===== src/rtl/pair_issue_check.sv =====
module pair_issue_check #(
  parameter int REG_W   = 3,
  parameter bit OUT_REG = 1'b1
) (
  input  logic             clk,
  input  logic             rst_n,
  input  logic             u_vld,
  input  logic [2:0]       u_cls,
  input  logic             u_ucode,
  input  logic [REG_W-1:0] u_src0,
  input  logic             u_src0_vld,
  input  logic [REG_W-1:0] u_src1,
  input  logic             u_src1_vld,
  input  logic [REG_W-1:0] u_dst,
  input  logic             u_dst_vld,
  input  logic             u_fwr,
  input  logic             u_frd,
  input  logic             v_vld,
  input  logic [2:0]       v_cls,
  input  logic             v_ucode,
  input  logic [REG_W-1:0] v_src0,
  input  logic             v_src0_vld,
  input  logic [REG_W-1:0] v_src1,
  input  logic             v_src1_vld,
  input  logic [REG_W-1:0] v_dst,
  input  logic             v_dst_vld,
  input  logic             v_fwr,
  input  logic             v_frd,
  output logic             issue_u,
  output logic             issue_v,
  output logic [6:0]       reason
);
  localparam logic [2:0] CL_CMP = 3'd1;
  localparam logic [2:0] CL_JMP = 3'd3;
  localparam logic [2:0] CL_SHF = 3'd4;

  localparam logic [6:0] RS_NONE = 7'b0000001;
  localparam logic [6:0] RS_NSIM = 7'b0000010;
  localparam logic [6:0] RS_VCLS = 7'b0000100;
  localparam logic [6:0] RS_RAW  = 7'b0001000;
  localparam logic [6:0] RS_WAW  = 7'b0010000;
  localparam logic [6:0] RS_FLG  = 7'b0100000;
  localparam logic [6:0] RS_UJMP = 7'b1000000;

  logic u_simple, v_simple, raw_hit, waw_hit, flg_hit, u_is_jmp;
  logic nx_u, nx_v;
  logic [6:0] nx_rsn;
  logic unused_in;

  assign u_simple = !u_ucode && (u_cls <= CL_SHF);
  assign v_simple = !v_ucode && (v_cls <= CL_SHF);
  assign raw_hit  = u_dst_vld && ((v_src0_vld && v_src0 == u_dst) ||
                                  (v_src1_vld && v_src1 == u_dst));
  assign waw_hit  = u_dst_vld && v_dst_vld && (v_dst == u_dst);
  assign flg_hit  = u_fwr && v_frd && !(u_cls == CL_CMP && v_cls == CL_JMP);
  assign u_is_jmp = (u_cls == CL_JMP);

  assign unused_in = ^{u_src0, u_src0_vld, u_src1, u_src1_vld, u_frd, v_fwr};

  always_comb begin
    nx_u   = u_vld;
    nx_v   = 1'b0;
    nx_rsn = RS_NONE;
    if (u_vld && v_vld) begin
      if (!u_simple || !v_simple) nx_rsn = RS_NSIM;
      else if (v_cls == CL_SHF)   nx_rsn = RS_VCLS;
      else if (raw_hit)           nx_rsn = RS_RAW;
      else if (waw_hit)           nx_rsn = RS_WAW;
      else if (flg_hit)           nx_rsn = RS_FLG;
      else if (u_is_jmp)          nx_rsn = RS_UJMP;
      else                        nx_v   = 1'b1;
    end
  end

  generate
    if (OUT_REG) begin : g_reg
      always_ff @(posedge clk or negedge rst_n) begin
        if (!rst_n) begin
          issue_u <= 1'b0;
          issue_v <= 1'b0;
          reason  <= RS_NONE;
        end else begin
          issue_u <= nx_u;
          issue_v <= nx_v;
          reason  <= nx_rsn;
        end
      end
    end else begin : g_comb
      logic unused_clk;
      assign unused_clk = clk ^ rst_n;
      assign issue_u = nx_u;
      assign issue_v = nx_v;
      assign reason  = nx_rsn;
    end
  endgenerate
endmodule


===== config.mk =====
export PLATFORM = sky130hd
export DESIGN_NAME = pair_issue_check
export DESIGN_NICKNAME = d
export VERILOG_FILES = /design/src/rtl/pair_issue_check.sv
export SDC_FILE = /design/constraint.sdc
export NUM_CORES = 1
export LEC_CHECK = 0
export BUFFER_PORTS_ARGS = -buffer_cell sky130_fd_sc_hd__buf_4
export CAP_MARGIN = 10
export CORE_UTILIZATION = 30
export DETAILED_ROUTE_END_ITERATION = 6
export PLACE_DENSITY = 0.69
export SETUP_SLACK_MARGIN = 0.3
export SLEW_MARGIN = 20
export SYNTH_ARGS = -nofsm -noshare
export SYNTH_HDL_FRONTEND = slang
export SYNTH_SLANG_ARGS = --single-unit
export TNS_END_PERCENT = 10

===== constraint.sdc =====
create_clock -name clk -period 0.9 [get_ports clk]
set_input_delay 0.18 -clock clk [delete_from_list [all_inputs] [get_ports clk]]
set_output_delay 0.18 -clock clk [all_outputs]
set_load 0.02 [all_outputs]

After elaboration in Yosys (flattened, before gate mapping) --
Cells that the tools add are included.
Cells by class: add/sub/neg operators 0, multipliers 0, divide/modulo/power cells 0, $lt $le $gt $ge 2, equality and inequality tests 7, shift operators 0, multiplexer cells 14, bitwise operators 0, reduce and logical (&&, ||, !) cells 18
Operator list (count):
- 7-bit 2-to-1 mux | 7
- 1-bit logical AND | 11
- 3-bit == test | 3
- 1-bit 2-to-1 mux | 7
- 3-bit by 2-bit == test with 1-bit output, second input constant | 2
- 3-bit <= comparator, second input constant | 2
- 1-bit logical NOT | 5
- 3-bit by 1-bit == test with 1-bit output, second input constant | 1
- 3-bit == test, second input constant | 1
- 1-bit logical OR | 2
Storage, ports and cells: flip-flop bits (word level) 9, bits in latches 0, memory bits (writable) 0, bits in read-only memories 0, logic and storage cells 44, memories kept 0

Longest topological paths before layout --
depth in word-level cells 10, depth in mapped cells 4, mapped depth without buffers 4

Worst setup path before layout --
OpenSTA, ideal clock, no wires.
path kind input -> register, start input v_src0[1], end register reason[6], arrival time 1.043 ns, data required time 0.805 ns, setup slack -0.238 ns, cell stages on the path 4, buffers on the path 0, cells stage by stage xnor2_1 and4_4 a211o_2 nor4b_2
Between the ends: cells in the longest elaborated chain, start to end 8
RTL lines:
- start, declared | line 21 | input logic [REG_W-1:0] v_src0,
- 3-bit == test | line 52 | assign raw_hit = u_dst_vld && ((v_src0_vld && v_src0 == u_dst) ||
- 1-bit logical AND | line 52
- 1-bit logical OR | line 52
- 1-bit logical AND | line 52
- 7-bit 2-to-1 mux | line 67 | else if (raw_hit) nx_rsn = RS_RAW;
- 7-bit 2-to-1 mux | line 66 | else if (v_cls == CL_SHF) nx_rsn = RS_VCLS;
- 7-bit 2-to-1 mux | line 65 | if (!u_simple || !v_simple) nx_rsn = RS_NSIM;
- 7-bit 2-to-1 mux | line 64 | if (u_vld && v_vld) begin
- named net nx_rsn[6] | line 47 | logic [6:0] nx_rsn;
- end signal, assigned | line 85 | reason <= nx_rsn;
- end, declared | line 31 | output logic [6:0] reason
The timed path passes the listed nets, and every way through them passes these cells.

Worst setup path in the final report --
start register reason[0], end output reason[0]
No word-level cell between the ends.

==> reports/results.ini <==
[route]
vias = 536
wl_per_cell_um = 12.1
wl_um = 1320
drc = 0
firstDrtPassIters = 3
first_iter_violations = 10
route.antenna.remaining_nets = 0
avgViaCountPerCell = 4.92

[global_routing]
grt.overflow.total = 0
gr-usage-met3 = 0.0172
grt_usage = 0.158
first_global_vias = 512
antenna_found_initial = 0
busiest_layer = met2
grt_max_degree = 10
grt_first_pass_wirelength_um = 2190
grtUsageMet2 = 0.262
use_met1 = 0.197

[worst_setup_path]
worstPathCellList = buf_6
critPathCaptureType = output pin
cp.required_ns = 0.72
max_stage_delay_ns = 0.52
cpMaxStageDelayCell = dfstp_2
worstPathBufferInverterCount = 1
arrival_ns = 0.88
worst-path-max-fanout = 1
crit_type = register to output pin
critPathTopFamily = flip-flops
critPathLaunchType = register

[outcome]
violations = negative setup slack
status = finished with violations

[yosys]
synth_cells = 47
yosys.area.top_type = dfrtp_1
synth.distinct_cells = 21
synth_top_area_share = 0.408
synth-seq-cells = 9
ys_seq_area_frac = 0.462
netlist_area_um2 = 490
syn-num-nets = 87
ys_warn_count = 0
avgSynthCellArea_um2 = 10.4
ys_top_cells_by_area = dfrtp_1, xor2_1, dfstp_2, xnor2_1, nand2_1

[final_layout]
stdcell_count = 109
num-nets-final = 134
n_antenna_cell = 0
post-route-util = 0.606
area_growth_pct = 88.3
drive_gt1_frac = 0.570
design_area_um2 = 923

[power_and_ir_drop]
p_per_area_nw_per_um2 = 1070
leakagePower_nw = 0.443
peakVddDrop_uv = 383
total_power_mw = 0.985

[die]
core_area_um2 = 1520
std_cell_rows = 14
dieArea_um2 = 1800
die_width_um = 42.4
io_pins = 49
die_y_um = 42.4
initial_core_util = 0.322

[sta]
setup_ws_ns = -0.163
setup_tns_ns = -0.697
tightest_slew_ns = 0.326
hold_slack_ns = 0.0391
slew-limit-headroom = 0.780
min_period_over_period = 1.18
rsz0062_at_grt = yes
setup_viol = 14
max_clock_freq_mhz = 941
period_minus_slack_ns = 1.06
finalHoldViolations = 0
drv_slew = 0

[cts]
root_buffer = clkbuf_4
clock_sinks = 9
htree_num_levels = 1
clk_pin_slew_ns = 0.06
cts_buffers = 3
cts_tree = built
clockBufferDepth = 2

[place]
preCtsSetupSlack_ns = -0.356
placed_cells = 104
gp_congestion = 0.805
dpl_cell_area_um2 = 831
io_buffers = 38
place_hpwl_um = 1040

[hold_path]
worstHoldPathType = input port to register

[job]
maxCapViolations = 0

final timing paths:
check / cells after the start / from / slack (ns) / end
setup / recovery: 1 / reason[0]$_DFF_PN1_ / -0.16 / reason[0]
hold / removal: 1 / u_vld / 0.04 / issue_u$_DFF_PN0_
min in group asynchronous: 2 / rst_n / 0.28 / issue_v$_DFF_PN0_
max in group asynchronous: 2 / rst_n / 0.41 / reason[0]$_DFF_PN1_
cell type report:
class | count | area [um^2]
Fill cell | 123 | 601
Sequential cell | 9 | 226
Multi-Input combinational cell | 38 | 299
Tap cell | 16 | 20.0
Clock buffer | 4 | 26.3
Timing Repair Buffer | 42 | 352
placed cells by master, fill, tap and decap left out:
cell type	synthesis	layout
xor2_1	6	6
o21ai_0	1	1
nand2_1	6	6
xnor2_1	3	3
a41o_1	1	1
nor4_1	2	1
a211o_4	0	1
o21a_1	2	2
nor2_1	2	2
a21oi_1	1	1
nor3b_2	0	1
buf_6	0	9
clkbuf_1	0	1
buf_4	0	32
dlygate4sd3_1	0	1
dfstp_2	1	1
nor3_1	4	2
and3_1	1	1
clkbuf_4	0	3
nor2b_1	2	2
nor4b_2	1	2
nor3_2	0	2
nand4b_1	1	1
o21bai_1	1	1
and4_4	1	1
nor4_2	0	1
dfrtp_1	8	8
where the power goes:
group / leakage [nW] / total [mW] / switching, mW / internal [mW]
clock: 0.0150 / 0.299 / 0.129 / 0.170
combinational: 0.309 / 0.267 / 0.111 / 0.156
sequential: 0.119 / 0.419 / 0.00352 / 0.415
total: 0.443 / 0.985 / 0.244 / 0.741
metal layers:
layer / up-vias / wire [um]
met5: - / 0
met4: 0 / 14
met3: 2 / 34
met2: 16 / 738
met1: 257 / 531
li1: 261 / -
synth_stat cells:
library cell and number:
o21ai_0 1, nor3b_1 1, nor4_1 2, o21a_1 2, xnor2_1 3, nor2_1 2, dfstp_2 1, a41o_1 1
nor3_1 4, nand2_1 6, and4_4 1, nand4b_1 1, o21bai_1 1, dfrtp_1 8, and3_1 1, nor4b_2 1
xor2_1 6, nor2b_1 2, a21oi_1 1, a211o_2 1, nor4b_1 1
sequential cells by signal, indices dropped and copies added, names as in the netlist:
signal and cells:
reason 7, issue_u 1, issue_v 1
cells by family after synthesis:
family | share of synthesized area
AOI/OAI and AO/OA | 0.107
xor gates and xnor gates | 0.161
DFF | 0.462
and+or+nand+nor | 0.270
repair_timing:
action | in CTS | in global routing
buffers inserted | 0 | 0
setup endpoints to repair | 17 | 17
hold buffers | 1 | 0
endpoints found under the hold margin | 9 | 0
pin swaps | 2 | 3
resized for setup | 11 | 2
Power figures use the tool's default switching activity.
